<file path="config.mk">
export PLATFORM = sky130hd
export DESIGN_NAME = wake_event_ctrl
export DESIGN_NICKNAME = d
export VERILOG_FILES = /design/src/rtl/wake_pkg.sv /design/src/rtl/wake_rst_sync.sv /design/src/rtl/wake_cfg_regs.sv /design/src/rtl/wake_pstate.sv /design/src/rtl/wake_gate.sv /design/src/rtl/wake_event_ctrl.sv
export SDC_FILE = /design/constraint.sdc
export NUM_CORES = 1
export LEC_CHECK = 0
export BUFFER_PORTS_ARGS = -buffer_cell sky130_fd_sc_hd__buf_2
export CAP_MARGIN = 0
export CORE_MARGIN = 8
export CORE_UTILIZATION = 37
export DETAILED_ROUTE_END_ITERATION = 8
export PLACE_DENSITY = 0.77
export SYNTH_ARGS = -nofsm -noshare
export SYNTH_HDL_FRONTEND = slang
export SYNTH_HIERARCHICAL = 1
export SYNTH_SLANG_ARGS = --single-unit
</file>
<file path="constraint.sdc">
create_clock -name clk -period 1.5 [get_ports clk]
set_clock_uncertainty 0.05 [all_clocks]
set_input_delay 0.15 -clock clk [delete_from_list [all_inputs] [get_ports clk]]
set_output_delay 0.15 -clock clk [all_outputs]
set_load 0.01 [all_outputs]
</file>
<file path="src/rtl/wake_pkg.sv">
package wake_pkg;
  localparam int CFG_W = 16;
  localparam int PS_W  = 3;
  localparam int N_PS  = 5;
  localparam int N_SRC = 3;

  localparam logic [PS_W-1:0] PS_D0     = 3'd0;
  localparam logic [PS_W-1:0] PS_D3COLD = 3'd4;

  localparam logic [1:0] SEL_CFG1  = 2'd0;
  localparam logic [1:0] SEL_CFG3  = 2'd1;
  localparam logic [1:0] SEL_PMCSR = 2'd2;
  localparam logic [1:0] SEL_PMC   = 2'd3;

  localparam int DEV_EN_BIT   = 0;
  localparam int LINK_EN_BIT  = 4;
  localparam int MAGIC_EN_BIT = 5;
  localparam int PME_EN_BIT   = 8;
  localparam int STAT_BIT     = 15;
  localparam int SUPP_LSB     = 11;

  localparam logic [CFG_W-1:0] AUX_DEP_MASK = 16'h81C0;

  localparam int SRC_MAGIC = 0;
  localparam int SRC_FRAME = 1;
  localparam int SRC_LINK  = 2;

  typedef struct packed {
    logic dev_en;
    logic link_en;
    logic magic_en;
    logic pme_en;
  } cfg_t;
endpackage

</file>
<file path="src/rtl/wake_rst_sync.sv">
module wake_rst_sync #(
  parameter int STAGES = 2
) (
  input  logic clk,
  input  logic rst_n,
  output logic rst_s_n
);
  logic [STAGES-1:0] sync_q;

  always_ff @(posedge clk or negedge rst_n) begin
    if (!rst_n) sync_q <= '0;
    else        sync_q <= {sync_q[STAGES-2:0], 1'b1};
  end

  assign rst_s_n = sync_q[STAGES-1];
endmodule

</file>
<file path="src/rtl/wake_cfg_regs.sv">
module wake_cfg_regs
  import wake_pkg::*;
(
  input  logic             clk,
  input  logic             rst_n,
  input  logic             isolate_n,
  input  logic             wr_en,
  input  logic [1:0]       wr_sel,
  input  logic [CFG_W-1:0] wr_data,
  input  logic             set_req,
  output cfg_t             cfg_q,
  output logic             status_q
);
  cfg_t cfg_d;
  logic status_d;
  logic wr_ok, clr_req, upd;
  logic unused_wr_bits;

  assign unused_wr_bits = ^{wr_data[14:9], wr_data[7:6], wr_data[3:1]};

  always_comb begin
    cfg_d    = cfg_q;
    status_d = status_q;
    wr_ok    = wr_en & isolate_n;
    clr_req  = wr_ok & (wr_sel == SEL_PMCSR) & wr_data[STAT_BIT];
    if (wr_ok) begin
      case (wr_sel)
        SEL_CFG1: cfg_d.dev_en = wr_data[DEV_EN_BIT];
        SEL_CFG3: begin
          cfg_d.link_en  = wr_data[LINK_EN_BIT];
          cfg_d.magic_en = wr_data[MAGIC_EN_BIT];
        end
        SEL_PMCSR: cfg_d.pme_en = wr_data[PME_EN_BIT];
        default: ;
      endcase
    end
    if (set_req)      status_d = 1'b1;
    else if (clr_req) status_d = 1'b0;
    upd = wr_ok | set_req;
  end

  always_ff @(posedge clk or negedge rst_n) begin
    if (!rst_n) begin
      cfg_q    <= '0;
      status_q <= 1'b0;
    end else if (upd) begin
      cfg_q    <= cfg_d;
      status_q <= status_d;
    end
  end
endmodule

</file>
<file path="src/rtl/wake_pstate.sv">
module wake_pstate
  import wake_pkg::*;
(
  input  logic            clk,
  input  logic            rst_n,
  input  logic            ld,
  input  logic [PS_W-1:0] ps_in,
  input  logic            bus_rst,
  output logic [PS_W-1:0] ps_q
);
  logic [PS_W-1:0] ps_d;
  logic            upd;

  always_comb begin
    ps_d = ps_q;
    upd  = 1'b0;
    if (bus_rst && ps_q == PS_D3COLD) begin
      ps_d = PS_D0;
      upd  = 1'b1;
    end else if (ld) begin
      ps_d = ps_in;
      upd  = 1'b1;
    end
  end

  always_ff @(posedge clk or negedge rst_n) begin
    if (!rst_n)   ps_q <= PS_D0;
    else if (upd) ps_q <= ps_d;
  end
endmodule

</file>
<file path="src/rtl/wake_gate.sv">
module wake_gate
  import wake_pkg::*;
#(
  parameter logic [CFG_W-1:0] PMC_INIT = 16'hF9C3
) (
  input  cfg_t             cfg,
  input  logic             status,
  input  logic [N_SRC-1:0] evt,
  input  logic [PS_W-1:0]  pstate,
  input  logic             aux_pwr,
  input  logic             isolate_n,
  output logic             set_req,
  output logic [CFG_W-1:0] pmc_eff,
  output logic             wake_oe,
  output logic             msg_req,
  output logic             beacon_req
);
  logic [N_SRC-1:0] src_en;
  logic [N_PS-1:0]  supp_vec;
  logic             ps_ok, armed;

  for (genvar i = 0; i < N_SRC; i++) begin : g_src
    if (i == SRC_MAGIC) begin : g_magic
      assign src_en[i] = cfg.magic_en;
    end else if (i == SRC_LINK) begin : g_link
      assign src_en[i] = cfg.link_en;
    end else begin : g_free
      assign src_en[i] = 1'b1;
    end
  end

  always_comb begin
    set_req    = cfg.dev_en & (|(evt & src_en));
    pmc_eff    = aux_pwr ? PMC_INIT : (PMC_INIT & ~AUX_DEP_MASK);
    supp_vec   = pmc_eff[SUPP_LSB +: N_PS];
    ps_ok      = (pstate <= PS_D3COLD) ? supp_vec[pstate] : 1'b0;
    armed      = status & cfg.pme_en & cfg.dev_en & ps_ok;
    wake_oe    = armed;
    msg_req    = armed & isolate_n & (pstate != PS_D3COLD);
    beacon_req = armed & isolate_n & (pstate == PS_D3COLD);
  end
endmodule

</file>
<file path="src/rtl/wake_event_ctrl.sv">
module wake_event_ctrl
  import wake_pkg::*;
#(
  parameter logic [15:0] PMC_INIT = 16'hF9C3
) (
  input  logic        clk,
  input  logic        rst_n,
  input  logic        isolate_n,
  input  logic        aux_pwr_i,
  input  logic [2:0]  evt_i,
  input  logic        cfg_we_i,
  input  logic [1:0]  cfg_sel_i,
  input  logic [15:0] cfg_wdata_i,
  input  logic [1:0]  cfg_rsel_i,
  output logic [15:0] cfg_rdata_o,
  input  logic        pstate_ld_i,
  input  logic [2:0]  pstate_i,
  input  logic        bus_rst_i,
  output logic [2:0]  pstate_o,
  output logic        wake_oe_o,
  output logic        msg_req_o,
  output logic        beacon_req_o
);
  logic             rst_s_n;
  cfg_t             cfg_q;
  logic             status_q;
  logic             set_req;
  logic [PS_W-1:0]  pstate_q;
  logic [CFG_W-1:0] pmc_eff;

  wake_rst_sync #(.STAGES(2)) rst_i (
    .clk(clk), .rst_n(rst_n), .rst_s_n(rst_s_n)
  );

  wake_cfg_regs regs_i (
    .clk(clk), .rst_n(rst_s_n), .isolate_n(isolate_n),
    .wr_en(cfg_we_i), .wr_sel(cfg_sel_i), .wr_data(cfg_wdata_i),
    .set_req(set_req), .cfg_q(cfg_q), .status_q(status_q)
  );

  wake_pstate ps_i (
    .clk(clk), .rst_n(rst_s_n), .ld(pstate_ld_i), .ps_in(pstate_i),
    .bus_rst(bus_rst_i), .ps_q(pstate_q)
  );

  wake_gate #(.PMC_INIT(PMC_INIT)) gate_i (
    .cfg(cfg_q), .status(status_q), .evt(evt_i), .pstate(pstate_q),
    .aux_pwr(aux_pwr_i), .isolate_n(isolate_n), .set_req(set_req),
    .pmc_eff(pmc_eff), .wake_oe(wake_oe_o), .msg_req(msg_req_o),
    .beacon_req(beacon_req_o)
  );

  always_comb begin
    cfg_rdata_o = '0;
    case (cfg_rsel_i)
      SEL_CFG1: cfg_rdata_o[DEV_EN_BIT] = cfg_q.dev_en;
      SEL_CFG3: begin
        cfg_rdata_o[LINK_EN_BIT]  = cfg_q.link_en;
        cfg_rdata_o[MAGIC_EN_BIT] = cfg_q.magic_en;
      end
      SEL_PMCSR: begin
        cfg_rdata_o[PME_EN_BIT] = cfg_q.pme_en;
        cfg_rdata_o[STAT_BIT]   = status_q;
      end
      default: cfg_rdata_o = pmc_eff;
    endcase
  end

  assign pstate_o = pstate_q;
endmodule

</file>
==> results of run 1 <==
-- sequential cells by signal (all words and copies together) (netlist names) --
signal and count:
regs_i/status_q 1, ps_i/ps_q 3, rst_i/sync_q 2, regs_i/cfg_q 4
-- cells in the mapped netlist --
library cell / count / area [µm²]
a21oi_1: 1 / 5.00
a221oi_1: 1 / 8.76
and3_1: 10 / 62.6
and3_2: 1 / 7.51
and4bb_1: 2 / 25.0
buf_4: 16 / 120
buf_6: 4 / 45.0
conb_1: 3 / 11.3
dfrtp_1: 10 / 250
inv_1: 1 / 3.75
mux2_1: 2 / 22.5
mux2_2: 1 / 11.3
mux2_4: 1 / 15.0
mux2i_1: 7 / 70.1
nand2b_1: 2 / 12.5
nand3_1: 2 / 10.0
nand4_1: 1 / 6.26
nand4b_1: 2 / 17.5
nor2_1: 4 / 15.0
nor2b_1: 5 / 31.3
nor3_2: 1 / 10.0
o21ai_1: 1 / 5.00
o22a_1: 1 / 8.76
or3b_1: 1 / 8.76
-- layer usage --
metal	vias up	global-route usage (%)	part of all wire, %
met4	0	4.87	0.79
met1	295	9.37	36
met3	4	3.09	10
met5	-	0	0
li1	321	-	-
met2	21	17.3	53
-- cells by family after synthesis --
logic type	share of synthesized area [%]
DFF	31.9
buffers and inverters	21.6
and+or+nand+nor	26.4
other	1.44
muxes	15.2
AOI/OAI and AO/OA	3.51
-- path summary, 6_finish.rpt --
check                      slack, ns  depth (start not counted)         endpoint       startpoint
max in group asynchronous       1.10                          0  regs_i/cfg_q[2]  rst_i/sync_q[1]
min in group asynchronous       0.07                          0  regs_i/cfg_q[3]  rst_i/sync_q[1]
min reg2reg                     0.07                          0  regs_i/cfg_q[3]  rst_i/sync_q[1]
max                            -0.05                          3     beacon_req_o     ps_i/ps_q[1]
max reg2reg                     0.30                          4  regs_i/status_q  regs_i/cfg_q[1]
min                             0.05                          2  regs_i/cfg_q[1]   cfg_wdata_i[5]
-- cell type report --
cell class,instances,area (µm²)
fill,181,1030
multi-input combinational,59,404
sequential,10,250
timing repair buffer,43,228
clock buffer,4,36.3
tap,27,33.8
inverter,1,3.75
-- per-stage QoR --
stage	util, %	worst slack [ns]	total power, mW	std cells
global placement	44.6	0.226	0.566	136
finish	48.2	-0.0517	0.824	144
floorplan	-	0.239	0.518	90
global route	48.2	-0.104	0.882	144
CTS	47.9	-0.0580	0.828	143
detailed placement	44.6	0.197	0.574	136
-- what timing repair did --
action                                 4_1_cts  5_1_grt
endpoints found under the hold margin        2        0
setup buffers                                2        1
gates resized for setup                      1        0
setup endpoints to repair                    2        2
pin swaps                                    0        1
hold buffers                                 1        0
-- critical path: cells and delay by family (launching register included) --
kind / cells / cell delay [ns]
buffers and inverters: 1 / 0.15
flip-flops: 1 / 0.38
AND/OR/NAND/NOR: 2 / 0.56
-- where the power goes --
group	internal, mW	switching, mW
Clock	0.147	0.0869
Sequential	0.311	0.0400
Combinational	0.129	0.111
==> results.md, run 1 <==
* CTS tree: built
* Crit-path cells: or3b_4 > nor3_2 > buf_2
* Core Region at 1980 µm²
* CTS root buf: clkbuf_4
* Via count at 641
* Syn_area_per_cell at 9.79 µm²
* Final WS setup at -0.0517 ns
* Drt pass-1 iters at 3
* WL final at 1.77 mm
* Clock slew at reported path FFs at 0.06 ns
* Vias in the first global route at 617
* Syn Std Cell Area at 783 µm²
* FP Rows at 16
* HPWL Detailed at 1.47 mm
* Global-route wire length before repair at 2.76 mm
* Max-slew violations at 0
* TritonCTS Buffers at 3
* Highest clock rate at 644 MHz
* Failing checks: setup timing
* Hold_ws at 0.0489 ns
* Final instance area at 956 µm²
* Most frequent cells in the layout: 39 x buf_2, 13 x conb_1, 10 x and3_1, 10 x dfrtp_1, 7 x mux2i_1
* LEAKAGE at 0.552 nW
* # DRC at 0
* Gr ovfl total at 0
* Worst setup EP type: primary output
* Worst setup SP type: register
* Synth cell types at 24
* Setup Viol. Count Final at 2
* Power per Cell Area at 862 nW/µm²
* IO Count at 55
* Min-Delay Path Class: primary input to register
* Commonest non-fill, non-tap cell in the layout: buf_2
* Layout Area Growth over Synthesis at 22.0%
* Final Hold Vio Count at 0
* CTS max path bufs at 2
* Period utilization at 103%
* Gr usage total at 9.50%
* Initial antenna violation count at 0
* Input/output buffers at 39
* Antenna viol nets, final at 0
* Seq/Total Area, Yosys at 31.9%
* Largest net degree at the start of global routing at 18
* Worst path arrival time at 1.35 ns
* Die W at 62.0 µm
* Placer Congestion at 0.688
* Status: complete, but fails checks
* Diodes inserted at 0
* Synthesis Warnings at 6
* Max stage delay cell, worst path: or3b_4
* Max-cap violations at 0
* DP Area at 885 µm²
* Setup TNS at -0.0882 ns
* H-tree depth at 1
* Nets at 151
* Drt via density at 4.45
* Worst EP required at 1.30 ns
* CP max FO at 2
* Initial detailed-routing violation count at 12
* Worst vdd ir at 0.551 mV
* Syn Inst Count at 80
* Layout cells sized above 1 at 43.6%
* Die footprint at 3850 µm²
* Clock Sinks at 10
* Clk Latency, worst-skew pair at 0.26 ns
* Initial Util at 39.5%
* CP max stage delay at 0.41 ns
* Wirelength per Cell at 12.3 µm
* RSZ-0062 raised after global routing: true
* Chip Height at 62.0 µm
* Tmin final at 1.55 ns
* Crit path kind: register to primary output
* Synth Register Bits at 10
Power figures use the tool's default switching activity.
==> inputs of run 2 (changes only) <==
Settings changed: CTS_BUF_LIST set to sky130_fd_sc_hd__clkbuf_8, PLACE_DENSITY 0.77 to 0.81, SYNTH_HIERARCHICAL 1 to unset.
==> run 2 against run 1 <==
Against the previous run:
- the run now ends clean
- setup slack gained 0.19 ns
- combinational power shrank 26%
- hold slack gained 0.030 ns
- critical path type unchanged
- first-iteration DRC count shrank 25%
- cell count shrank 19%
- sequential share of layout area grew 4.5 points
- routed wire length shrank 12%
- critical endpoint is now wake_oe_o
- count of clock-buffer cells in the layout is the same
==> results.md, run 2 <==
* Setup TNS at 0 ns
* CP max FO at 4
* Hold_ws at 0.0785 ns
* Reg power frac at 41.5%
* Chip Height at 56.0 µm
* Biggest regs: regs_i.cfg_q x4, ps_i.ps_q x3, rst_i.sync_q x2
* Power per Cell Area at 1040 nW/µm²
* IO Count at 55
* Max reg flops at 4
* Vias in the first global route at 601
* Core Region at 1510 µm²
* WL final at 1.55 mm
* Commonest register cell after synthesis: dfrtp_1
* Synth area leader: dfrtp_1
* Synthesis Warnings at 0
* H-tree depth at 1
* Initial Util at 39.2%
* Sw Share at 25.9%
* Reg area at 250 µm²
* Post-synth ARST share at 100%
* Die footprint at 3130 µm²
* Syn_area_per_cell at 9.37 µm²
* Diodes inserted at 0
* Worst vdd ir at 0.751 mV
* Min-Delay Path Class: register to async pin
* Clk pwr share at 37.6%
* Gr usage total at 10.1%
* CTS root buf: clkbuf_8
* Nets at 135
* Syn Inst Count at 63
* Max-slew violations at 0
* Layout cells sized above 1 at 44.6%
* Most frequent cells in the layout: 39 x buf_2, 10 x dfrtp_1, 5 x nand2_1, 5 x a21oi_1, 5 x conb_1
* Clk Latency, worst-skew pair at 0.23 ns
* Top post-synthesis cells by count: 10 x dfrtp_1, 9 x buf_4, 5 x a21oi_1, 5 x nand2_1, 4 x nor2_1
* Worst setup SP type: register
* Antenna viol nets, final at 0
* Input/output buffers at 39
* Setup WS pre-CTS at 0.371 ns
* Gr ovfl total at 0
* Status: completed
* Placer Congestion at 0.722
* Final instance area at 815 µm²
* Sw Pwr at 0.219 mW
* Final Hold Vio Count at 0
* CTS max path bufs at 2
* Wirelength per Cell at 13.2 µm
* # DRC at 0
* Crit path kind: register to primary output
* Synth cell types at 24
* Number of synthesized flops with an enable pin at 0
* Placed instance count at 112
* Worst path arrival time at 1.16 ns
* Setup Viol. Count Final at 0
* Total power at 0.848 mW
* DP Area at 749 µm²
* Worst setup EP type: primary output
* Tmin final at 1.36 ns
* Global-route wire length before repair at 2.64 mm
* Die W at 56.0 µm
* Final non-filler cell total at 117
* Drt via density at 4.82
* CTS tree: built
* Setup Fix Bufs, Post-CTS at 0
* Highest clock rate at 734 MHz
* HPWL Detailed at 1.37 mm
* Synth Register Bits at 10
* Initial detailed-routing violation count at 9
* Top reg by flops: regs_i.cfg_q
* Int Power at 0.629 mW
* Initial antenna violation count at 0
* Layout Area Growth over Synthesis at 37.9%
* Area share of the leading cell type in the synthesized netlist at 42.4%
* Drt pass-1 iters at 4
* Largest net degree at the start of global routing at 9
* RSZ-0062 raised after global routing: false
* Via count at 564
* Clock slew at reported path FFs at 0.05 ns
* Final WS setup at 0.138 ns
* Filler cells at 145
* Clock Sinks at 10
* Fin util at 54.1%
* Top cells by area, synth: dfrtp_1 42%, buf_4 11%, a21oi_1 4.2%
* Period utilization at 90.8%
* Post-CTS sizing at 0
* Syn Std Cell Area at 591 µm²
* Seq/Total Area, Yosys at 42.4%
* Max-cap violations at 0
* Combinational power share at 20.9%
* Multi-input logic area at 273 µm²
* FP Rows at 14
* Most common cell in the netlist: dfrtp_1
* Commonest non-fill, non-tap cell in the layout: buf_2
* Worst EP required at 1.30 ns
* LEAKAGE at 0.451 nW
* TritonCTS Buffers at 3
## run 2: cell count changes in the layout (fill, tap and decap cells not counted), sizes merged, moves of 2 or more
cell,before,now
inv,1,3
a21oi,1,5
and4bb,2,0
and3b,0,2
nand3b,0,2
mux2i,7,1
and3,11,1
a21boi,0,2
nand2,0,5
nor2b,5,0
buf,42,39
conb,13,5
## run 2: power groups by stage
| stage | Sequential [mW] | Clock (mW) | Combinational, mW |
|---|---|---|---|
| after CTS | 0.351 | 0.329 | 0.180 |
| after global routing | 0.359 | 0.348 | 0.200 |
| after floorplan | 0.349 | 0 | 0.106 |
| after detailed placement | 0.356 | 0 | 0.177 |
| after global placement | 0.353 | 0 | 0.171 |
| final | 0.352 | 0.319 | 0.177 |
## run 2: cells by family after synthesis
family                 after synthesis  share of synthesized area, %
AOI/OAI and AO/OA                   11                          11.7
buffers and inverters               12                          13.3
and+or+nand+nor                     23                          22.0
muxes                                5                          9.32
other                                2                          1.27
DFF                                 10                          42.4
## run 2: repair_timing
action,4_1_cts,5_1_grt
setup endpoints to repair,0,0
hold endpoints to repair,2,0
hold buffers,1,0
## run 2: layout make-up
| cell class | instances | share of cell area [%] |
|---|---|---|
| Tap cell | 16 | 2.46 |
| Inverter | 3 | 1.38 |
| Multi-Input combinational cell | 44 | 33.5 |
| Timing Repair Buffer | 40 | 25.2 |
| Sequential cell | 10 | 30.7 |
| Clock buffer | 4 | 6.76 |
## run 2: final timing paths
kind | start | to | slack [ns] | cells after the start
max in group asynchronous | rst_i.sync_q[1] | ps_i.ps_q[2] | 1.08 | 0
setup / recovery | ps_i.ps_q[0] | wake_oe_o | 0.14 | 4
setup reg to reg | regs_i.cfg_q[1] | regs_i.status_q | 0.51 | 3
hold / removal | rst_i.sync_q[1] | regs_i.cfg_q[1] | 0.08 | 0
hold reg to reg | rst_i.sync_q[1] | regs_i.cfg_q[1] | 0.08 | 0
min in group clk | cfg_wdata_i[5] | regs_i.cfg_q[1] | 0.09 | 2
## run 2: routing by layer
| layer | global-route usage [%] | routed length, µm | up-vias |
|---|---|---|---|
| li1 | - | - | 282 |
| met4 | 4.12 | 10 | 0 |
| met3 | 3.65 | 114 | 2 |
| met2 | 19.4 | 839 | 22 |
| met5 | 0 | 0 | - |
| met1 | 9.19 | 582 | 258 |
## run 2: critical path, stage by stage (launching register included)
cell	delay, ns
dfrtp_1	0.39
nor2_1	0.18
nand2_1	0.07
a21oi_1	0.15
buf_2	0.15
==> inputs of run 3 (changes only) <==
Settings changed: CORE_UTILIZATION 37 to 33, PLACE_DENSITY 0.81 to 0.76.
Clock period 1.5 ns to 1.23 ns, I/O delays scaled along.
==> run 3 against run 2 <==
Against the previous run:
- the run now ends with setup timing left
- non-clock buffer count increased by 6
- cell count increased by 13%
- register-to-register slack got worse by 0.35 ns
- clock power increased by 26%
- power increased by 30%
- count of clock-buffer cells in the layout unchanged
- sequential share of layout area decreased by 2.2 points
- largest power group unchanged
- cell area increased by 7.7%
- first-iteration DRC count decreased by 56%
- critical endpoint is now beacon_req_o
- setup slack got worse by 0.20 ns
==> results.md, run 3 (same netlist as run 2, synthesis figures left out) <==
* CTS max path bufs at 2
* Highest clock rate at 773 MHz
* Global-route wire length before repair at 2.55 mm
* Die W at 58.3 µm
* CTS root buf: clkbuf_8
* Placer Congestion at 0.719
* Crit-path cells: nor2_2 > nand3_1 > nor2_1 > buf_2
* Period utilization at 105%
* Nets at 141
* Wirelength per Cell at 12.8 µm
* Worst setup EP type: primary output
* CP max FO at 3
* Layout Area Growth over Synthesis at 48.5%
* Power per Cell Area at 1250 nW/µm²
* Status: complete, but fails checks
* Max-slew violations at 0
* Crit path kind: register to primary output
* Failing checks: setup timing
* # DRC at 0
* Top reg by flops: regs_i.cfg_q
* Chip Height at 58.3 µm
* Gr ovfl total at 0
* Drt pass-1 iters at 2
* Worst EP required at 1.06 ns
* Antenna viol nets, final at 0
* Total power at 1.10 mW
* Initial detailed-routing violation count at 4
* Multi-input logic area at 279 µm²
* Max-cap violations at 0
* Core Region at 1710 µm²
* Final Hold Vio Count at 0
* Via count at 580
* Reg area at 250 µm²
* Final instance area at 877 µm²
* Initial Util at 34.6%
* Layout cells sized above 1 at 49.5%
* Diodes inserted at 0
* HPWL Detailed at 1.33 mm
* Max reg flops at 4
* Worst setup SP type: register
* Largest net degree at the start of global routing at 9
* IO Count at 55
* Input/output buffers at 39
* Commonest non-fill, non-tap cell in the layout: buf_2
* Gr usage total at 9.68%
* Setup Viol. Count Final at 2
* RSZ-0062 raised after global routing: true
* H-tree depth at 1
* Tmin final at 1.29 ns
* Die footprint at 3400 µm²
* Most frequent cells in the layout: 39 x buf_2, 10 x dfrtp_1, 6 x buf_4
* Clk Latency, worst-skew pair at 0.23 ns
* CTS tree: built
* Min-Delay Path Class: primary input to register
* Initial antenna violation count at 0
* WL final at 1.69 mm
* Biggest regs: regs_i.cfg_q x4, ps_i.ps_q x3, rst_i.sync_q x2
* Worst path arrival time at 1.12 ns
* Final WS setup at -0.0636 ns
* Drt via density at 4.39
* Clock Sinks at 10
* Vias in the first global route at 601
* LEAKAGE at 0.480 nW
* Max stage delay cell, worst path: dfrtp_1
* Filler cells at 168
* Clock slew at reported path FFs at 0.05 ns
* TritonCTS Buffers at 3
* DP Area at 761 µm²
* CP max stage delay at 0.40 ns
* Worst vdd ir at 0.702 mV
* Fin util at 51.4%
* FP Rows at 15
* Setup TNS at -0.126 ns
-- run 3: changes by cell type in the layout (fill, tap and decap cells not counted) --
cell     delta
a21oi_1     -1
a21oi_2     +1
buf_4       +6
nor2_1      -1
nor2_2      +1
-- run 3: worst paths after layout --
path	slack, ns	from	end	cells past startpoint
max reg2reg	0.16	regs_i.cfg_q[3]	regs_i.cfg_q[3]	3
min in group asynchronous	0.07	rst_i.sync_q[1]	regs_i.cfg_q[0]	0
max in group asynchronous	0.82	rst_i.sync_q[1]	ps_i.ps_q[1]	0
min reg2reg	0.07	rst_i.sync_q[1]	regs_i.cfg_q[0]	0
max	-0.06	ps_i.ps_q[0]	beacon_req_o	4
min	0.05	cfg_wdata_i[4]	regs_i.cfg_q[2]	2
-- run 3: cell type report --
type	instances	area share, %
clock buffers	4	6.28
flip-flops and latches	10	28.5
well taps	25	3.57
inverters	3	1.28
multi-input cells	44	31.8
repair buffers	46	28.5
-- run 3: metal layers --
layer,GRT usage (%),vias up,part of all wire (%)
li1,-,293,-
met1,9.31,260,39
met2,17.2,23,53
met3,3.26,4,7.2
met4,6.29,0,1.5
met5,0,-,0
-- run 3: worst max-delay path: cells and delay by family, from the launching register on --
family                 cells  cell delay [ns]
buffers and inverters      1             0.14
and+or+nand+nor            3             0.35
DFF                        1             0.40
-- run 3: power breakdown --
group	internal, mW	switching [mW]
Clock	0.281	0.122
Sequential	0.377	0.0497
Combinational	0.148	0.122
Total	0.806	0.294
-- run 3: timing repair --
item                                    4_1_cts  5_1_grt
setup buffers                                 2        4
endpoints found under the setup margin        3        4
gates resized for setup                       2        0
hold endpoints to repair                      2        0
hold buffers                                  1        0
pin swaps                                     3        2
-- run 3: metrics by stage --
stage	setup WS (ns)	hold slack, ns	std cells
floorplan	0.184	-0.223	66
global placement	0.128	-0.142	121
detailed placement	0.106	-0.141	121
CTS	-0.0793	0.0478	128
global route	-0.124	0.0496	132
finish	-0.0636	0.0507	132
